File: config.mk
export PLATFORM = sky130hd
export DESIGN_NAME = bytelane_mem_ctl
export DESIGN_NICKNAME = d
export VERILOG_FILES = /design/src/rtl/blm_pkg.sv /design/src/rtl/blm_decode.sv /design/src/rtl/blm_array.sv /design/src/rtl/blm_idle_timer.sv /design/src/rtl/bytelane_mem_ctl.sv
export SDC_FILE = /design/constraint.sdc
export NUM_CORES = 2
export LEC_CHECK = 0
export CAP_MARGIN = 40
export CORE_ASPECT_RATIO = 1.4
export CORE_MARGIN = 2
export CORE_UTILIZATION = 50
export DETAILED_ROUTE_END_ITERATION = 10
export DONT_BUFFER_PORTS = 1
export PLACE_DENSITY = 0.63
export RECOVER_POWER = 100
export SLEW_MARGIN = 10
export SYNTH_ARGS = -nofsm -noshare
export SYNTH_HDL_FRONTEND = slang
export SYNTH_HIERARCHICAL = 1
export SYNTH_SLANG_ARGS = --single-unit
File: constraint.sdc
create_clock -name clk -period 4.1 [get_ports clk]
set_input_delay 0.82 -clock clk [delete_from_list [all_inputs] [get_ports clk]]
set_output_delay 0.82 -clock clk [all_outputs]
set_load 0.05 [all_outputs]
File: src/rtl/blm_pkg.sv
package blm_pkg;
  localparam int LANES  = 2;
  localparam int LANE_W = 8;
  localparam int DATA_W = LANES * LANE_W;

  typedef logic [LANES-1:0]  lane_t;
  typedef logic [DATA_W-1:0] word_t;
endpackage

File: src/rtl/blm_decode.sv
module blm_decode
  import blm_pkg::*;
(
  input  logic  cs_n,
  input  logic  cs,
  input  logic  oe_n,
  input  logic  we_n,
  input  lane_t lane_n,
  output logic  sel_all,
  output lane_t drive,
  output lane_t strobe,
  output logic  stby
);
  logic sel, writing, reading;

  always_comb begin
    sel     = !cs_n && cs;
    writing = sel && !we_n;
    reading = sel && !oe_n && we_n;   // write has priority over output enable
    drive   = reading ? ~lane_n : '0;
    strobe  = writing ? ~lane_n : '0;
    stby    = !sel || (&lane_n);
    sel_all = sel && !(|lane_n);
  end
endmodule

File: src/rtl/blm_array.sv
module blm_array
  import blm_pkg::*;
#(
  parameter int ADDR_W = 8
) (
  input  logic              clk,
  input  lane_t             we,
  input  logic [ADDR_W-1:0] addr,
  input  word_t             wdata,
  output word_t             rdata
);
  localparam int DEPTH = 1 << ADDR_W;

  for (genvar g = 0; g < LANES; g++) begin : g_lane
    logic [LANE_W-1:0] cells [DEPTH];
    logic [LANE_W-1:0] rd_q;

    always_ff @(posedge clk) begin
      if (we[g]) cells[addr] <= wdata[g*LANE_W +: LANE_W];
      rd_q <= cells[addr];
    end

    assign rdata[g*LANE_W +: LANE_W] = rd_q;
  end
endmodule

File: src/rtl/blm_idle_timer.sv
module blm_idle_timer #(
  parameter int ADDR_W   = 8,
  parameter int IDLE_CYC = 4
) (
  input  logic              clk,
  input  logic              rst,
  input  logic              sel_all,
  input  logic [ADDR_W-1:0] addr,
  output logic              pwr_down
);
  localparam int CW = $clog2(IDLE_CYC + 1);
  localparam logic [CW:0] LIMIT = (CW+1)'(IDLE_CYC);

  logic              prev_ok;
  logic [ADDR_W-1:0] prev_addr;
  logic [CW-1:0]     run_q;
  logic [CW:0]       run_inc;
  logic              stable;

  always_comb begin
    stable  = sel_all && prev_ok && (addr == prev_addr);
    run_inc = {1'b0, run_q} + 1'b1;
  end

  always_ff @(posedge clk) begin
    if (rst) begin
      prev_ok   <= 1'b0;
      prev_addr <= '0;
      run_q     <= '0;
      pwr_down  <= 1'b0;
    end else begin
      prev_ok   <= 1'b1;
      prev_addr <= addr;
      if (!stable)                run_q <= '0;
      else if (run_inc <= LIMIT)  run_q <= run_inc[CW-1:0];
      pwr_down  <= stable && (run_inc >= LIMIT);
    end
  end
endmodule

File: src/rtl/bytelane_mem_ctl.sv
module bytelane_mem_ctl
  import blm_pkg::*;
#(
  parameter int ADDR_W   = 8,
  parameter int IDLE_CYC = 4
) (
  input  logic              clk,
  input  logic              rst,
  input  logic              cs_n,
  input  logic              cs,
  input  logic              oe_n,
  input  logic              we_n,
  input  logic              lb_n,
  input  logic              ub_n,
  input  logic [ADDR_W-1:0] addr,
  input  logic [15:0]       wr_data,
  output logic [15:0]       rd_data,
  output logic [1:0]        lane_drive,
  output logic [1:0]        lane_strobe,
  output logic              standby,
  output logic              pwr_down
);
  lane_t lane_n, drive_d, strobe_d, mem_we;
  logic  sel_all, stby_d;
  word_t rd_raw;

  assign lane_n = {ub_n, lb_n};
  assign mem_we = rst ? '0 : strobe_d;

  blm_decode u_dec (
    .cs_n   (cs_n),
    .cs     (cs),
    .oe_n   (oe_n),
    .we_n   (we_n),
    .lane_n (lane_n),
    .sel_all(sel_all),
    .drive  (drive_d),
    .strobe (strobe_d),
    .stby   (stby_d)
  );

  blm_array #(.ADDR_W(ADDR_W)) u_mem (
    .clk  (clk),
    .we   (mem_we),
    .addr (addr),
    .wdata(wr_data),
    .rdata(rd_raw)
  );

  blm_idle_timer #(.ADDR_W(ADDR_W), .IDLE_CYC(IDLE_CYC)) u_idle (
    .clk     (clk),
    .rst     (rst),
    .sel_all (sel_all),
    .addr    (addr),
    .pwr_down(pwr_down)
  );

  always_ff @(posedge clk) begin
    if (rst) begin
      lane_drive  <= '0;
      lane_strobe <= '0;
      standby     <= 1'b1;
    end else begin
      lane_drive  <= drive_d;
      lane_strobe <= strobe_d;
      standby     <= stby_d;
    end
  end

  for (genvar g = 0; g < LANES; g++) begin : g_rmask
    assign rd_data[g*LANE_W +: LANE_W] =
      lane_drive[g] ? rd_raw[g*LANE_W +: LANE_W] : '0;
  end
endmodule

Yosys cells after proc, flatten, opt, wreduce, memory -nomap -nowiden. Memory sizes are Yosys's and may differ from the RTL's. A register that Yosys moved wholly into a read port is not among the register bits. Index checks and enable logic that the tools add are counted.

Register bits after elaboration: 18. RAM bits: 4096. Input bits: 32. Output and inout bits: 22. Word-level logic and storage cells: 43. Memories: 2.

Memory list: u_mem.g_lane[0].cells (words 256, bits a word 8, rd ports 1, clocked after memory_dff 1, write ports 1, RTL line blm_array.sv:15) `logic [LANE_W-1:0] cells [DEPTH];`; u_mem.g_lane[1].cells (words 256, bits a word 8, rd ports 1, clocked after memory_dff 1, write ports 1, RTL line blm_array.sv:15).

Add/sub/neg operators: 1. $lt $le $gt $ge: 2. Eq/ne operators: 1. Multiplexer cells: 9. Bitwise operators: 3. Reductions and logical operators: 18.

Operators by type and width (number): two-way mux 8 bit (2); == test 8 bit (1); logical AND 1 bit (8); OR reduction 2 bit (3); logical NOT 1 bit (5); two-way mux 1 bit (5); adder 3 x 1 -> 4 bit (second input constant) (1); greater-or-equal comparator 4 x 3 -> 1 bit (second input constant) (1); less-or-equal comparator 4 x 3 -> 1 bit (second input constant) (1); two-way mux 2 bit (2); inverter 1 bit (2); inverter 2 bit (1); AND reduction 2 bit (1); logical OR 1 bit (1).

Depth between registers and ports, before layout.
Depth in word-level cells: 7. Mapped depth: 9. Gate-level depth less buffers: 6.

Hierarchy. Netlist, hierarchy kept.

Modules (own cells, without submodules): blm_array (times used 1, cells an instance 7032, area an instance 156528.9 um^2); blm_idle_timer (times used 1, cells an instance 49, area an instance 506.7 um^2); bytelane_mem_ctl (times used 1, cells an instance 26, area an instance 231.5 um^2); blm_decode (times used 1, cells an instance 9, area an instance 51.3 um^2).

Worst setup path before layout. Ideal clock, no wire load.

Path type: input-to-reg. From: input port cs_n. To: memory u_mem.g_lane[1].cells[140][0], enable pin. Setup time: 0.370 ns. Arrival: 2.868 ns. Required time: 3.730 ns. Slack: 0.862 ns. Cell stages on the path: 8. Path through: or3b_1 > nor2_1 > nor2b_1 > clkbuf_1 > nor3b_1 > nand2_1 > clkbuf_1 > nor2_1.

Cells in the longest elaborated chain, start to end: 7.

Ends and longest elaborated chain: start: declaration (RTL line bytelane_mem_ctl.sv:9) `input logic cs_n,`; logical NOT 1 bit (RTL line blm_decode.sv:17) `sel = !cs_n && cs;`; logical AND 1 bit (RTL line blm_decode.sv:17); logical AND 1 bit (RTL line blm_decode.sv:18) `writing = sel && !we_n;`; two-way mux 2 bit (RTL line blm_decode.sv:21) `strobe = writing ? ~lane_n : '0;`; via strobe_d[1] (RTL line bytelane_mem_ctl.sv:23) `lane_t lane_n, drive_d, strobe_d, mem_we;`; two-way mux 2 bit; via mem_we[1] (RTL line bytelane_mem_ctl.sv:23); two-way mux 1 bit (RTL line blm_array.sv:19) `if (we[g]) cells[addr] <= wdata[g*LANE_W +: LANE_W];`; two-way mux 1 bit (not written as such) (RTL line blm_array.sv:19); end: declaration (RTL line blm_array.sv:15).

The timed path passes the listed nets, and every way through them passes these cells.

Final worst setup path.
From: input port addr[0]. To: memory u_mem.g_lane[0].cells[124][5], enable pin.

RTL lines: start: declaration (RTL line bytelane_mem_ctl.sv:15) `input logic [ADDR_W-1:0] addr,`; end: declaration (RTL line blm_array.sv:15).

Straight into the memory's write port.

==> results by group <==
Run status
  – Outcome: complete, but fails checks
  – Failing checks: capacitance limit, slew limit

Min path
  – Tightest Hold Check Type: input port to flip-flop
  – WHS Path Cells: 1
  – Hold Startpoint: addr[6]
  – WHS Endpoint: u_idle/prev_addr[6]

Critical path
  – Critical Path Fanout Max: 82
  – R2R Setup Slk: 1.43 ns
  – Critical path arrival: 4.60 ns
  – Reg2Reg Depth: 6
  – R2R Path End: u_mem/g_lane[1].rd_q[3]
  – FF-to-FF Start: u_mem/g_lane[1].cells[75][3]
  – Crit Path Category: input port to flip-flop
  – Critical path capture point type: flip-flop
  – Startpoint Class: input port
  – Critical Path RT: 4.70 ns

STA
  – Fin Clk Skew: 0.03690 ns
  – Final setup fails: 0
  – RSZ-0062 raised after global routing: false
  – Max_slew headroom: -150.0%
  – Slew @ Worst Pin: 3.750 ns
  – Final Hold Violating Endpoints: 0
  – Tcrit/Tclk final: 97.67%
  – Final Max Slew Viols: 346
  – Max Clk Rate: 249.7 MHz
  – Setup TNS: 0 ns
  – Fin crit period: 4.004 ns

Pwr
  – Worst IR drop on VDD: 340.7 uV
  – Total power draw: 84.07 mW
  – Psw: 16.92 mW
  – Switch share: 20.13%
  – Clk pwr share: 41.0%
  – Logic pwr share: 3.6%
  – Lkg Pwr: 53.53 nW
  – P_int: 67.15 mW
  – Sequential share of power: 55.3%
  – P per Cell Area: 475.0 mW/mm^2

Cells and area
  – Commonest cells after routing, fill and taps aside: edfxtp_1, mux4_2, clkbuf_1
  – Share of cells above drive strength 1: 22.79%
  – Util after Layout: 56.58%
  – Filler instances: 23083
  – Register Area: 0.1237 mm^2
  – NumNets Final: 7832
  – Synth-to-layout area growth: 12.51%
  – Commonest non-fill, non-tap cell in the layout: edfxtp_1
  – Multi-input gate area: 0.03181 mm^2

Route
  – Post-DR wirelength/cell: 31.87 um
  – Vias per std cell: 6.208
  – 1st-pass router iterations: 6
  – Iteration-0 DRC count of the detailed router: 9574
  – Via count: 76159
  – Drt drc: 0
  – Routed WL: 391000 um
  – Post-detailed-route count of antenna-violating nets: 0

Die
  – Die area: 0.3192 mm^2
  – Num rows: 243
  – Initial Util: 50.28%
  – Die height: 667.7 um
  – Die outline width: 478.1 um
  – Io pins: 54
  – Core area: 0.3129 mm^2

Clock network
  – CTS resizes: 0
  – TritonCTS buffer count: 380
  – H-tree depth: 5
  – Number of clock sinks: 4130
  – Worst skew pair latency: 0.92 ns
  – Clk buf depth: 4
  – Clk root buf: clkbuf_16
  – Clk slew on worst S/H paths: 0.06 ns
  – CTS tree: yes

Job
  – Max_cap viols: 6

Global route
  – GRT Overall Usage: 24.16%
  – Global route overflow: 0
  – Vias in the first global route: 78195
  – Pin count of the biggest net entering global routing: 1034
  – Initial antenna violation count: 15
  – First-pass GRT wire length: 559600 um

Synthesis
  – Mapped Avg Cell Area: 22.11 um^2
  – Seq/Total Area, Yosys: 78.62%
  – Synth warnings: 6
  – Synthesized flop and latch total: 4130
  – Mapped cell area: 0.1573 mm^2
  – Synthesized net count: 7149
  – Library cells used by synthesis: 35
  – Cells after synthesis: 7116

Placement
  – IO Port Bufs: 0
  – Gpl congestion: 0.8060
  – Final HPWL from detailed placement: 218500 um
## stage by stage
step / hold WS [ns] / cell area, um^2 / std cells / setup WS [ns]
after floorplan: 0.4882 / 157300 / 7116 / 0.8618
after global placement: 0.4964 / 166500 / 11533 / -0.2032
after detailed placement: 0.5306 / 166600 / 11542 / 0.1346
after CTS: 0.001370 / 178700 / 12233 / 0.6351
after global routing: 0.01905 / 177000 / 12263 / 0.03904
final: 0.06887 / 177000 / 12268 / 0.09559
## cells in the mapped netlist (all sizes together)
cell type | instances | area [um^2]
edfxtp | 4096 | 123000
nor3b | 2 | 15.01
xor2 | 8 | 70.07
nand3 | 22 | 115.1
buf | 163 | 963.4
a22oi | 512 | 3844
inv | 2 | 7.510
o21ai | 2 | 10.01
nor2 | 522 | 1959
a211oi | 1 | 12.51
or3b | 1 | 8.760
a21oi | 256 | 1281
dfxtp | 34 | 680.7
and3b | 2 | 17.52
nor3 | 4 | 25.02
and2 | 19 | 118.9
ha | 1 | 12.51
or2b | 1 | 7.510
mux4 | 1024 | 23060
nor2b | 20 | 125.1
or2 | 2 | 12.52
nand2b | 4 | 25.02
nand4 | 16 | 100.1
nor4 | 1 | 12.51
a32oi | 1 | 8.760
nand2 | 32 | 120.1
a21o | 1 | 7.510
clkbuf | 303 | 1137
o41ai | 64 | 560.5
## sequential cells by signal, indices dropped and copies added, names as in the netlist
register / count
lane_drive: 2
lane_strobe: 2
standby: 1
u_idle/prev_addr: 8
u_idle/prev_ok: 1
u_idle/pwr_down: 1
u_idle/run_q: 3
u_mem/g_lane.cells: 4096
u_mem/g_lane.rd_q: 16
## area by class of cell
class | instances | share of cell area [%]
Sequential cell | 4130 | 69.87
Clock buffer | 465 | 5.671
Antenna cell | 8 | 0.01131
Tap cell | 4165 | 2.944
Clock inverter | 213 | 1.074
Multi-Input combinational cell | 2518 | 17.97
Inverter | 2 | 0.004241
Timing Repair Buffer | 767 | 2.451
## worst max-delay path, stage by stage
cell and delay [ns]:
buf_16 0.43, clkbuf_16 0.65, nor2_1 0.08, clkbuf_1 0.20
nand2_1 1.27, clkbuf_2 0.65, nor2_1 0.11, clkbuf_2 0.27
## logic make-up after synthesis
group | share of synthesized area [%]
adders and majority gates | 0.007952
and+or+nand+nor | 1.692
buffers and inverters | 1.340
muxes | 14.66
AOI/OAI and AO/OA | 3.639
xor gates and xnor gates | 0.04454
DFF | 78.62
## metal layers
layer / global-route usage, % / vias to the layer above / wire [um]
li1: - / 31517 / -
met1: 31.46 / 40762 / 144800
met2: 41.89 / 3252 / 202700
met3: 3.517 / 626 / 28940
met4: 8.151 / 2 / 14490
met5: 0 / - / 15
## worst max-delay path by stage
stage	start	endpoint	slack, ns
floorplan	cs_n	u_mem/g_lane[1].cells[140][0]	0.86
global placement	addr[0]	u_mem/g_lane[1].rd_q[0]	-0.20
detailed placement	addr[0]	u_mem/g_lane[1].rd_q[3]	0.13
CTS	lane_drive[1]	rd_data[15]	0.64
global route	addr[0]	u_mem/g_lane[0].cells[69][4]	0.04
finish	addr[0]	u_mem/g_lane[0].cells[124][5]	0.1
## what timing repair did
action                                  CTS  global route
hold buffers                             13             0
buffers inserted                          0             0
hold endpoints to repair                132             0
endpoints found under the setup margin    0            16
## power groups by stage
stage               registers, mW  logic (mW)  clock network, mW
detailed placement           47.4        2.43                  0
CTS                          46.5        2.47               35.1
floorplan                    47.3        1.96                  0
global route                 46.5        3.19               36.6
global placement             47.4        2.41                  0
finish                       46.5        3.05               34.5
No activity file was read; power rests on OpenSTA's default activity.
